**config.mk**
```make
export PLATFORM = sky130hd
export DESIGN_NAME = pps_prescaler
export DESIGN_NICKNAME = d
export VERILOG_FILES = /design/src/rtl/ppsp_pkg.sv /design/src/rtl/ppsp_por_timer.sv /design/src/rtl/ppsp_mains_sync.sv /design/src/rtl/ppsp_divider.sv /design/src/rtl/ppsp_pulse_latch.sv /design/src/rtl/pps_prescaler.sv
export SDC_FILE = /design/constraint.sdc
export NUM_CORES = 1
export LEC_CHECK = 0
export BUFFER_PORTS_ARGS = -buffer_cell sky130_fd_sc_hd__buf_2
export CAP_MARGIN = 20
export CORE_AREA = 2 2 39 41
export DETAILED_ROUTE_END_ITERATION = 10
export DIE_AREA = 0 0 41 43
export PLACE_DENSITY = 0.73
export SYNTH_ARGS = -nofsm -noshare
export SYNTH_HDL_FRONTEND = slang
export SYNTH_SLANG_ARGS = --single-unit
```
**constraint.sdc**
```tcl
create_clock -name clk -period 1.6 [get_ports clk]
set_input_delay 0.48 -clock clk [delete_from_list [all_inputs] [get_ports clk]]
set_output_delay 0.48 -clock clk [all_outputs]
set_load 0.01 [all_outputs]
```
**src/rtl/ppsp_pkg.sv**
```systemverilog
package ppsp_pkg;
   // Width needed to hold values 0..v inclusive
   function automatic int unsigned span_bits(input int unsigned v);
      int unsigned w;
      w = 1;
      while ((64'd1 << w) <= v) w++;
      return w;
   endfunction

   // Stages that take part in the terminal decode
   typedef enum logic {
      DECODE_FULL    = 1'b0,
      DECODE_SET_BITS = 1'b1
   } decode_mode_e;
endpackage

```
**src/rtl/ppsp_por_timer.sv**
```systemverilog
module ppsp_por_timer #(
   parameter int unsigned POR_CYCLES = 16
) (
   input  logic clk,
   input  logic rst_pwr,
   input  logic btn_clr,
   output logic mclr
);
   localparam int unsigned CW = ppsp_pkg::span_bits(POR_CYCLES);

   if (POR_CYCLES < 1) begin : g_bad_por
      $error("POR_CYCLES must be at least 1");
   end

   logic [CW-1:0] cnt_q;
   logic          busy_q;

   always_ff @(posedge clk) begin
      if (rst_pwr) begin
         cnt_q  <= '0;
         busy_q <= 1'b1;
      end else if (busy_q) begin
         cnt_q <= cnt_q + 1'b1;
         if (cnt_q == CW'(POR_CYCLES - 1)) busy_q <= 1'b0;
      end
   end

   assign mclr = busy_q | btn_clr;

   AST_POR_STAYS_DONE: assert property (@(posedge clk) disable iff (rst_pwr)
      !busy_q |=> !busy_q);
   AST_POR_BOUNDED: assert property (@(posedge clk) disable iff (rst_pwr)
      busy_q |-> (cnt_q < CW'(POR_CYCLES)));
endmodule

```
**src/rtl/ppsp_mains_sync.sv**
```systemverilog
module ppsp_mains_sync #(
   parameter int unsigned SYNC_STAGES = 2
) (
   input  logic clk,
   input  logic rst_pwr,
   input  logic mclr,
   input  logic mains_n,
   output logic gated_n,
   output logic fall
);
   if (SYNC_STAGES < 2) begin : g_bad_sync
      $error("SYNC_STAGES must be at least 2");
   end

   logic [SYNC_STAGES-1:0] chain_q;
   logic                   prev_q;

   for (genvar i = 0; i < SYNC_STAGES; i++) begin : g_sync
      if (i == 0) begin : g_first
         always_ff @(posedge clk) begin
            if (rst_pwr) chain_q[0] <= 1'b1;
            else         chain_q[0] <= mains_n;
         end
      end else begin : g_next
         always_ff @(posedge clk) begin
            if (rst_pwr) chain_q[i] <= 1'b1;
            else         chain_q[i] <= chain_q[i-1];
         end
      end
   end

   assign gated_n = mclr | chain_q[SYNC_STAGES-1];

   always_ff @(posedge clk) begin
      if (rst_pwr) prev_q <= 1'b1;
      else         prev_q <= gated_n;
   end

   assign fall = prev_q & ~gated_n;

   AST_FALL_SINGLE: assert property (@(posedge clk) disable iff (rst_pwr)
      fall |=> !fall);
endmodule

```
**src/rtl/ppsp_divider.sv**
```systemverilog
module ppsp_divider #(
   parameter int unsigned STAGES     = 6,
   parameter int unsigned TERM_COUNT = 50,
   parameter ppsp_pkg::decode_mode_e DECODE = ppsp_pkg::DECODE_SET_BITS
) (
   input  logic              clk,
   input  logic              rst_pwr,
   input  logic              clr,
   input  logic              step,
   output logic [STAGES-1:0] count,
   output logic              term_hit
);
   localparam logic [STAGES-1:0] MASK = STAGES'(TERM_COUNT);

   if (TERM_COUNT < 1 || TERM_COUNT >= (1 << STAGES)) begin : g_bad_term
      $error("TERM_COUNT must fit in STAGES bits and be non-zero");
   end

   logic [STAGES:0] carry;
   assign carry[0] = step;

   for (genvar i = 0; i < STAGES; i++) begin : g_stage
      assign carry[i+1] = carry[i] & count[i];
      always_ff @(posedge clk) begin
         if (rst_pwr || clr) count[i] <= 1'b0;
         else if (carry[i])  count[i] <= ~count[i];
      end
   end

   if (DECODE == ppsp_pkg::DECODE_SET_BITS) begin : g_dec_sparse
      assign term_hit = &(count | ~MASK);
   end else begin : g_dec_full
      assign term_hit = (count == MASK);
   end

   AST_COUNT_BOUND: assert property (@(posedge clk) disable iff (rst_pwr)
      count <= MASK);
   AST_STEP_ADVANCE: assert property (@(posedge clk) disable iff (rst_pwr)
      (step && !clr) |=> (count == STAGES'($past(count) + 1'b1)));
endmodule

```
**src/rtl/ppsp_pulse_latch.sv**
```systemverilog
module ppsp_pulse_latch (
   input  logic clk,
   input  logic rst_pwr,
   input  logic mclr,
   input  logic set,
   input  logic count_zero,
   output logic q
);
   always_ff @(posedge clk) begin
      if (rst_pwr || mclr)         q <= 1'b0;
      else if (set)                q <= 1'b1;
      else if (q && count_zero)    q <= 1'b0;
   end

   AST_PULSE_MAX_TWO: assert property (@(posedge clk) disable iff (rst_pwr)
      (q && $past(q)) |=> !q);
   AST_PULSE_MIN_TWO: assert property (@(posedge clk) disable iff (rst_pwr)
      $rose(q) |=> (q || mclr));
endmodule

```
**src/rtl/pps_prescaler.sv**
```systemverilog
module pps_prescaler #(
   parameter int unsigned POR_CYCLES  = 16,
   parameter int unsigned SYNC_STAGES = 2,
   parameter int unsigned DIV_STAGES  = 6,
   parameter int unsigned TERM_COUNT  = 50,
   parameter ppsp_pkg::decode_mode_e DECODE = ppsp_pkg::DECODE_SET_BITS
) (
   input  logic clk,
   input  logic rst_pwr,
   input  logic btn_clr,
   input  logic mains_n,
   output logic mclr,
   output logic mains_gated_n,
   output logic pps_n
);
   logic                  fall;
   logic                  latch_q;
   logic                  term_hit;
   logic [DIV_STAGES-1:0] count;

   ppsp_por_timer #(.POR_CYCLES(POR_CYCLES)) u_por (
      .clk(clk), .rst_pwr(rst_pwr), .btn_clr(btn_clr), .mclr(mclr)
   );

   ppsp_mains_sync #(.SYNC_STAGES(SYNC_STAGES)) u_sync (
      .clk(clk), .rst_pwr(rst_pwr), .mclr(mclr), .mains_n(mains_n),
      .gated_n(mains_gated_n), .fall(fall)
   );

   ppsp_divider #(.STAGES(DIV_STAGES), .TERM_COUNT(TERM_COUNT), .DECODE(DECODE)) u_div (
      .clk(clk), .rst_pwr(rst_pwr), .clr(mclr | latch_q), .step(fall),
      .count(count), .term_hit(term_hit)
   );

   ppsp_pulse_latch u_latch (
      .clk(clk), .rst_pwr(rst_pwr), .mclr(mclr), .set(term_hit),
      .count_zero(count == '0), .q(latch_q)
   );

   assign pps_n = ~latch_q;

   AST_CLEAR_EMPTIES: assert property (@(posedge clk) disable iff (rst_pwr)
      mclr |=> (count == '0 && pps_n));
   AST_CLEAR_GATES: assert property (@(posedge clk) disable iff (rst_pwr)
      btn_clr |-> (mclr && mains_gated_n));
endmodule

```
==> summary.md, run 1 <==
| Metric | Value |
|---|---|
| Slowest cell on crit path | `or3_4` |
| Core footprint | `1380 um2` |
| IO Count | `7` |
| Final Util | `0.533` |
| Worst path bufs/invs | `1` |
| Reg2reg path depth | `3` |
| Fill cells | `127` |
| Drt wl/cell | `between 10 and 15 um` |
| CTS Sinks | `16` |
| Total of max-cap violations | `0` |
| Slew Viols, Final | `0` |
| Levels on crit path | `2` |
| Share of the synthesized area in the top cell type | `0.489` |
| Yosys warnings | `0` |
| Initial antenna violation count | `0` |
| Vias in the first global route | `394` |
| Post-synth top flop | `dfxtp_1` |
| Antenna diode count | `0` |
| Root buffer cell | `clkbuf_4` |
| Register bit total from synthesis | `16` |
| Largest net degree at the start of global routing | `12` |
| CTS Buf Count | `3` |
| Most common cell after layout, fill and taps aside | `dfxtp_1` |
| Leak pwr | `between 0.2 and 0.3 nW` |
| Slew headroom | `0.782` |
| H-tree depth | `1` |
| Area grow syn2layout | `12.4%` |
| Post-synthesis mux area share | `0.0153` |
| Initial Util | `0.474` |
| Max Fclk | `around 0.62 GHz` |
| ANT nets after route | `0` |
| Total Neg Setup Slack | `-0.0244 ns` |
| Fin crit share | `1.02` |
| Total gr overflow | `0` |
| Rows | `14` |
| Simple-gate share of the synthesized area | `0.229` |
| DR vias/cell | `5.26` |
| CP Max Fanout | `4` |
| Die Y | `about 43 um` |
| Syn_area_per_cell | `9.37 um2` |
| Post-synthesis xor/xnor area fraction | `0.0668` |
| Clk Latency, worst-skew pair | `0.29 ns` |
| Clock tree from TritonCTS | `done` |
| Main combinational cell family by area after synthesis | `simple AND/OR/NAND/NOR gates` |
| GPL Wtd Cong | `0.723` |
| Sequential share of the synthesized area | `0.489` |
| Worst Tran Pin Value | `0.319 ns` |
| Hold path cells | `2` |
| Port-buffer cells | `6` |
| Drt initial violations | `8` |
| Status | `finished with violations` |
| Final setup violating endpoints | `1` |
| Yosys cell types | `26` |
| Fraction of layout cells with a size suffix above 1 | `0.231` |
| Critical path cell sequence | `or3_4 -> buf_6` |
| Dpl hpwl | `just over 700 um` |
| Hold WC Path Type | `primary input to register` |
| Crit path max-delay family | `simple AND/OR/NAND/NOR gates` |
| First-pass GRT wire length | `~1600 um` |
| Vias | `approximately 490` |
| Post-Synth Adder-Cell Area | `0.0382` |
| WS Path Type | `register to output pin` |
| Net Count, Synth | `76` |
| Arr. time, crit path | `between 1 and 1.5 ns` |
| Min Clock Period, post-route | `1.62 ns` |
| R2R Setup Slk | `0.29 ns` |
| Cell taking the most area after synthesis | `dfxtp_1` |
| Crit path required time | `1.12 ns` |
| Final Hold Fails | `0` |
| Failing checks | `negative setup slack` |
| Syn Inst Count | `70` |
| DIE AREA | `1760 um2` |
| Critical Path Source Type | `register` |
| Fraction of registers with async set/reset | `0` |
| RSZ-0062 raised after global routing | `yes` |
| Drt drc | `0` |
| Commonest non-fill, non-tap cells in the layout | `15 x dfxtp_1, 8 x nor2_1, 5 x or3_1, 5 x buf_2` |
| EDFF count, synth | `0` |
| Setup Skew | `0.00259 ns` |
| Drt pass-1 iters | `2` |
| Worst vdd ir | `0.523 mV` |
| Clock Tree Buf Depth | `2` |
| Final WS setup | `-0.0244 ns` |
| Synth area leaders | `dfxtp_1 49%, or3_1 4.8%, nor2_1 4.6%` |
| Final #Nets | `between 80 and 90` |
| CP max stage delay | `0.38 ns` |
| Hold Buf Count CTS | `0` |
| Power Dens Cells | `~960 nW/um2` |
| GRT Resource Usage Total | `0.137` |
| Compound-gate portion of the synthesized area | `0.109` |
| Crit end category | `output pin` |
| Total wire length | `1000 um` |
| Die width | `between 40 and 50 um` |
| Clock transition at the registers of the reported paths | `roughly 0.090 ns` |
| Cell Area, Synth | `656 um2` |
## repair_timing
action                                  in CTS  in global routing
pin swaps                                    1                  0
endpoints found under the setup margin       1                  1
setup buffers                                0                  0
gates resized for setup                      2                  0
## power by group
group | total (mW) | internal [mW] | switching [mW]
Clock | 0.268 | 0.139 | 0.129
Combinational | 0.0235 | 0.0118 | 0.0117
Sequential | 0.413 | 0.407 | 0.00621
## kinds of logic (layout without fill, tap and decap cells)
family,count (synthesis),in the layout
muxes,1,1
DFF,16,16
adders and majority gates,2,2
buffers and inverters,7,15
xor gates and xnor gates,5,5
AOI/OAI and AO/OA,12,12
and+or+nand+nor,27,27
## synthesized netlist by cell type, types with 2 or more instances
library cell  count
dfxtp_1          16
or2_2             4
o21ai_0           4
nor2_1            8
xnor2_1           3
a21oi_1           4
ha_1              2
nand2_1           3
or3_1             5
inv_1             4
xor2_1            2
## cell type report
| class | count | area (um2) | share of cell area |
|---|---|---|---|
| well taps | 16 | 20.0 | 0.0272 |
| multi-input cells | 47 | 300 | 0.407 |
| inverters | 4 | 15.0 | 0.0204 |
| repair buffers | 7 | 43.8 | 0.0594 |
| clock buffers | 4 | 36.3 | 0.0492 |
| flip-flops and latches | 16 | 322 | 0.436 |
## per-layer routing
layer,global-route usage,part of all wire
met3,0.0314,0.028
met2,0.178,0.44
met5,0,0
met1,0.189,0.51
met4,0.100,0.012
## path summary, 6_finish.rpt
path / start / end
worst max-delay path: u_por.busy_q / mains_gated_n
worst min-delay path: mains_n / u_sync.chain_q[0]
worst max register to register: u_por.busy_q / u_div.count[1]
worst min register to register: u_sync.chain_q[0] / u_sync.chain_q[1]
## registers in the layout, summed over array words and instances, names as in the netlist
register        cells
u_div.count         6
u_por.cnt_q         5
u_sync.chain_q      2
u_latch.q           1
u_por.busy_q        1
u_sync.prev_q       1
## per-stage QoR
step / total power, mW / std cells / instance area [um2] / hold slack (ns) / setup WS [ns]
6_report: 0.704 / 94 / 737 / 0.370 / -0.0244
5_1_grt: 0.725 / 94 / 737 / 0.370 / -0.0496
4_1_cts: 0.709 / 94 / 737 / 0.370 / -0.0335
3_5_place_dp: 0.446 / 90 / 693 / 0.397 / 0.00490
3_3_place_gp: 0.445 / 90 / 693 / 0.393 / 0.00863
2_1_floorplan: 0.438 / 70 / 656 / 0.389 / 0.204
No activity file was read; power rests on OpenSTA's default activity.
==> run 2: changes to the inputs <==
Clock period 1.6 ns to 2.1 ns, I/O delays scaled along.
==> run 2 against run 1 <==
  * The run now ends clean
  * Die area unchanged
  * Clock power down 25%
  * Final cell count down 1.1%
  * Sequential power down 24%
  * Wire length up 3.2%
  * Global-route usage up 2.1 points
  * Sequential cell count unchanged
  * Cell area down 2.0%
  * Highest routed layer unchanged
==> summary.md, run 2 (synthesis results as in run 1) <==
| Metric | Value |
|---|---|
| H-tree depth | `1` |
| Final WS setup | `0.167 ns` |
| Drt initial violations | `7` |
| Core footprint | `around 1400 um2` |
| Min Clock Period, post-route | `around 1.9 ns` |
| Vias | `481` |
| Initial Util | `0.474` |
| Largest register FFs | `6` |
| Reg power frac | `0.590` |
| Total wire length | `1030 um` |
| Worst Tran Pin Value | `0.411 ns` |
| Die width | `between 40 and 50 um` |
| Crit path required time | `roughly 1.5 ns` |
| Critical Path Source Type | `register` |
| CTS Sinks | `16` |
| Clock share of power | `0.378` |
| Switching share of power | `0.203` |
| Dpl hpwl | `775 um` |
| Fraction of layout cells with a size suffix above 1 | `0.208` |
| P_int | `0.425 mW` |
| Setup slack after placement | `a little under 0.2 ns` |
| Power Dens Cells | `738 nW/um2` |
| RSZ-0062 raised after global routing | `no` |
| Area grow syn2layout | `10.1%` |
| Placed cell area | `686 um2` |
| WS Path Type | `register to output pin` |
| PostCTS Resize Cnt | `0` |
| CP Max Fanout | `10` |
| Reg with most FFs | `u_div.count` |
| Drt pass-1 iters | `3` |
| Status | `completed` |
| Drt drc | `0` |
| Total of max-cap violations | `0` |
| Comb pwr share | `0.032` |
| CTS Buf Count | `3` |
| Largest net degree at the start of global routing | `12` |
| Root buffer cell | `clkbuf_4` |
| Final Hold Fails | `0` |
| Dpl cells | `89` |
| Vias in the first global route | `454` |
| Final #Nets | `84` |
| Hold Slack | `0.421 ns` |
| Max Fclk | `about 0.52 GHz` |
| Slew Viols, Final | `0` |
| Clk Latency, worst-skew pair | `approximately 0.29 ns` |
| First-pass GRT wire length | `1810 um` |
| Hold WC Path Type | `register to register` |
| Clock transition at the registers of the reported paths | `0.09 ns` |
| DR vias/cell | `5.17` |
| Non-filler cells in the finished layout | `93` |
| GRT Resource Usage Total | `0.158` |
| Clock Tree Buf Depth | `2` |
| Port-buffer cells | `6` |
| Net Sw Power | `0.108 mW` |
| Arr. time, crit path | `roughly 1.3 ns` |
| DIE AREA | `between 1500 and 2000 um2` |
| Regs by FF count | `u_div.count (6), u_por.cnt_q (5), u_sync.chain_q (2)` |
| Hold Buf Count CTS | `0` |
| Fin crit share | `0.921` |
| Initial antenna violation count | `0` |
| Leak pwr | `~0.25 nW` |
| Most common cell after layout, fill and taps aside | `dfxtp_1` |
| Total gr overflow | `0` |
| Crit end category | `output pin` |
| Total Neg Setup Slack | `0 ns` |
| Commonest non-fill, non-tap cells in the layout | `16 x dfxtp_1, 8 x nor2_1, 6 x buf_2` |
| Worst vdd ir | `0.373 mV` |
| Finished Cell Area | `722 um2` |
| GPL Wtd Cong | `0.723` |
| Antenna diode count | `0` |
| Rows | `14` |
| Drt wl/cell | `11.1 um` |
| Setup Skew | `approximately 0.0021 ns` |
| Die Y | `43 um` |
| ANT nets after route | `0` |
| Slew headroom | `0.722` |
| Final setup violating endpoints | `0` |
| Clock tree from TritonCTS | `done` |
| IO Count | `7` |
| Post-CTS setup buffer count | `0` |
## run 2: changes by cell type in the layout (fill, tap and decap cells not counted), sizes merged
cell  previous run  this run
buf              7         6
## run 2: final timing paths
check,start,to,slack (ns),cells past startpoint
worst min-delay path,u_sync.chain_q[0],u_sync.chain_q[1],0.42,1
worst max register to register,u_por.busy_q,u_div.count[5],0.67,3
worst max-delay path,u_por.busy_q,mains_gated_n,0.17,2
worst min register to register,u_sync.chain_q[0],u_sync.chain_q[1],0.42,1
## run 2: metal layers
metal / share of wire / track usage
met1: 0.49 / 0.178
met2: 0.44 / 0.234
met3: 0.031 / 0.0314
met4: 0.039 / 0.140
met5: 0 / 0
## run 2: worst max-delay path: stages, from the launching register on
cell and delay, ns:
dfxtp_1 0.43, or3_4 0.44, buf_2 0.15
## run 2: per-stage QoR
| step | total power, mW | util |
|---|---|---|
| after global routing | 0.556 | 0.522 |
| after CTS | 0.543 | 0.522 |
| after global placement | 0.339 | 0.495 |
| after detailed placement | 0.339 | 0.495 |
| after floorplan | 0.333 | - |
| final | 0.533 | 0.522 |
## run 2: cell type report
type	instances	area, um2
sequential	16	320
multi-input combinational	47	300
clock buffer	4	36.3
timing repair buffer	6	30.0
fill	131	662
inverter	4	15.0
tap	16	20.0
## run 2: power by group through the flow
stage | Sequential [mW] | Clock (mW) | Combinational (mW)
after global placement | 0.322 | 0 | 0.0170
after floorplan | 0.321 | 0 | 0.0125
after global routing | 0.316 | 0.219 | 0.0210
after CTS | 0.315 | 0.210 | 0.0175
final | 0.315 | 0.201 | 0.0170
after detailed placement | 0.322 | 0 | 0.0173
==> run 3: changes to the inputs <==
Settings changed: CELL_PAD_IN_SITES_DETAIL_PLACEMENT from default to 0, CELL_PAD_IN_SITES_GLOBAL_PLACEMENT from default to 1, CORE_AREA 2 2 39 41 to 2 2 42 44, DIE_AREA 0 0 41 43 to 0 0 44 46, PLACE_DENSITY 0.73 to 0.79.
==> run 3 against run 2 <==
  * Die area grew 15%
  * Clock power grew 3%
  * Cell area grew 1.2%
  * Clock skew grew 0.0018 ns
  * First-iteration DRC count shrank 43%
  * Wire length grew 3.6%
  * Register-to-register slack gained 0.11 ns
  * Global-route usage shrank 3.3 points
  * Fmax grew 2.0%
  * Sequential cell count is the same
  * Critical path depth grew 1
  * Hold slack gained 0.0017 ns
  * Critical path type is now primary input to output pin
  * Largest cell class unchanged
==> summary.md, run 3 (synthesis results as in run 1) <==
| Metric | Value |
|---|---|
| HP Start | `u_sync.chain_q[0]` |
| Clock share of power | `0.384` |
| Commonest non-fill, non-tap cells in the layout | `16 x dfxtp_1, 8 x nor2_1, 6 x buf_2` |
| CP Max Fanout | `4` |
| Clock Tree Buf Depth | `2` |
| Initial antenna violation count | `0` |
| Root buffer cell | `clkbuf_4` |
| Drt initial violations | `4` |
| Die Y | `46 um` |
| R2R Setup Slk | `~0.8 ns` |
| Total gr overflow | `0` |
| CP max stage delay | `0.37 ns` |
| DR vias/cell | `5.14` |
| Reg power frac | `0.583` |
| Slew Viols, Final | `0` |
| Status | `completed` |
| Max Fclk | `around 0.53 GHz` |
| Crit-path most repeated cell | `buf_2` |
| Hold Buf Count CTS | `0` |
| Worst R2R End | `u_div.count[3]` |
| IO Count | `7` |
| Final Util | `0.453` |
| Hold Slack | `approximately 0.42 ns` |
| Fraction of layout cells with a size suffix above 1 | `0.218` |
| CTS Sinks | `16` |
| Most common cell after layout, fill and taps aside | `dfxtp_1` |
| Net Sw Power | `0.115 mW` |
| First-pass GRT wire length | `~1800 um` |
| DIE AREA | `2020 um2` |
| Min-Delay Endpoint | `u_sync.chain_q[1]` |
| Rows | `15` |
| Drt pass-1 iters | `4` |
| Min Clock Period, post-route | `1.89 ns` |
| Placed cell area | `694 um2` |
| GRT Resource Usage Total | `0.125` |
| Reg with most FFs | `u_div.count` |
| Clock tree from TritonCTS | `done` |
| Drt drc | `0` |
| Die width | `44 um` |
| Dpl hpwl | `773 um` |
| Comb pwr share | `0.032` |
| Slew headroom | `0.766` |
| H-tree depth | `1` |
| Drt wl/cell | `approximately 11 um` |
| Initial Util | `0.406` |
| PostCTS Resize Cnt | `0` |
| Reg2reg path depth | `3` |
| Total Neg Setup Slack | `0 ns` |
| Core footprint | `around 1600 um2` |
| Port-buffer cells | `6` |
| Leak pwr | `0.254 nW` |
| Area grow syn2layout | `11.5%` |
| Post-CTS setup buffer count | `0` |
| Critical path cell sequence | `buf_2 -> or3_4 -> buf_2` |
| Arr. time, crit path | `1.26 ns` |
| Clk Latency, worst-skew pair | `approximately 0.29 ns` |
| Final WS setup | `0.205 ns` |
| Crit end category | `output pin` |
| Regs by FF count | `u_div.count (6), u_por.cnt_q (5), u_sync.chain_q (2)` |
| Finished Cell Area | `between 700 and 800 um2` |
| Reg2reg start | `u_por.busy_q` |
| Final setup violating endpoints | `0` |
| Final Hold Fails | `0` |
| Fin crit share | `0.902` |
| Critical Path Source Type | `primary input` |
| Setup slack after placement | `0.209 ns` |
| Power Dens Cells | `739 nW/um2` |
| Total power | `0.540 mW` |
| GPL Wtd Cong | `0.663` |
| ANT nets after route | `0` |
| Largest net degree at the start of global routing | `12` |
| Total of max-cap violations | `0` |
| Hold path cells | `1` |
| Setup Skew | `0.00393 ns` |
| Dpl cells | `91` |
| Antenna diode count | `0` |
| P_int | `0.425 mW` |
| Total wire length | `1070 um` |
| RSZ-0062 raised after global routing | `no` |
| Vias | `488` |
| Switching share of power | `0.214` |
| Clock transition at the registers of the reported paths | `0.09 ns` |
| Worst vdd ir | `roughly 0.46 mV` |
| Non-filler cells in the finished layout | `95` |
| Worst Tran Pin Value | `0.346 ns` |
| Largest register FFs | `6` |
| Hold WC Path Type | `register to register` |
| Final #Nets | `85` |
| Slowest cell on crit path | `or3_4` |
| CTS Buf Count | `3` |
| Vias in the first global route | `452` |
| Crit path required time | `1.47 ns` |
| WS Path Type | `primary input to output pin` |
run 3: cell count changes in the layout (fill, tap and decap cells not counted):
cell | before | now
buf_4 | 0 | 1
run 3: per-layer routing:
metal / share of wire / global-route usage
met5: 0 / 0
met4: 0.032 / 0.109
met3: 0.033 / 0.0238
met2: 0.42 / 0.179
met1: 0.51 / 0.158
run 3: how the worst max path moves through the flow:
stage | slack, ns | depth (start not counted) | endpoint | start
after floorplan | 0.46 | 1 | mains_gated_n | btn_clr
after global placement | 0.22 | 3 | mains_gated_n | btn_clr
after detailed placement | 0.21 | 3 | mains_gated_n | btn_clr
after CTS | 0.20 | 3 | mains_gated_n | btn_clr
after global routing | 0.19 | 3 | mains_gated_n | btn_clr
final | 0.21 | 3 | mains_gated_n | btn_clr
run 3: worst max-delay path, delay by kind of cell:
kind	cells	cell delay, ns
buffers and inverters	2	0.27
and+or+nand+nor	1	0.37
run 3: area by class of cell:
cell class              instances  area [um2]
fillers                       155         883
flip-flops and latches         16         320
well taps                      17        21.3
multi-input cells              47         300
repair buffers                  7        37.5
inverters                       4        15.0
clock buffers                   4        36.3
run 3: power by group through the flow:
stage               Clock, mW  Sequential, mW  Combinational, mW
floorplan                   0           0.321             0.0125
global placement            0           0.322             0.0169
detailed placement          0           0.322             0.0174
CTS                     0.214           0.315             0.0179
global route            0.215           0.316             0.0207
finish                  0.208           0.315             0.0174
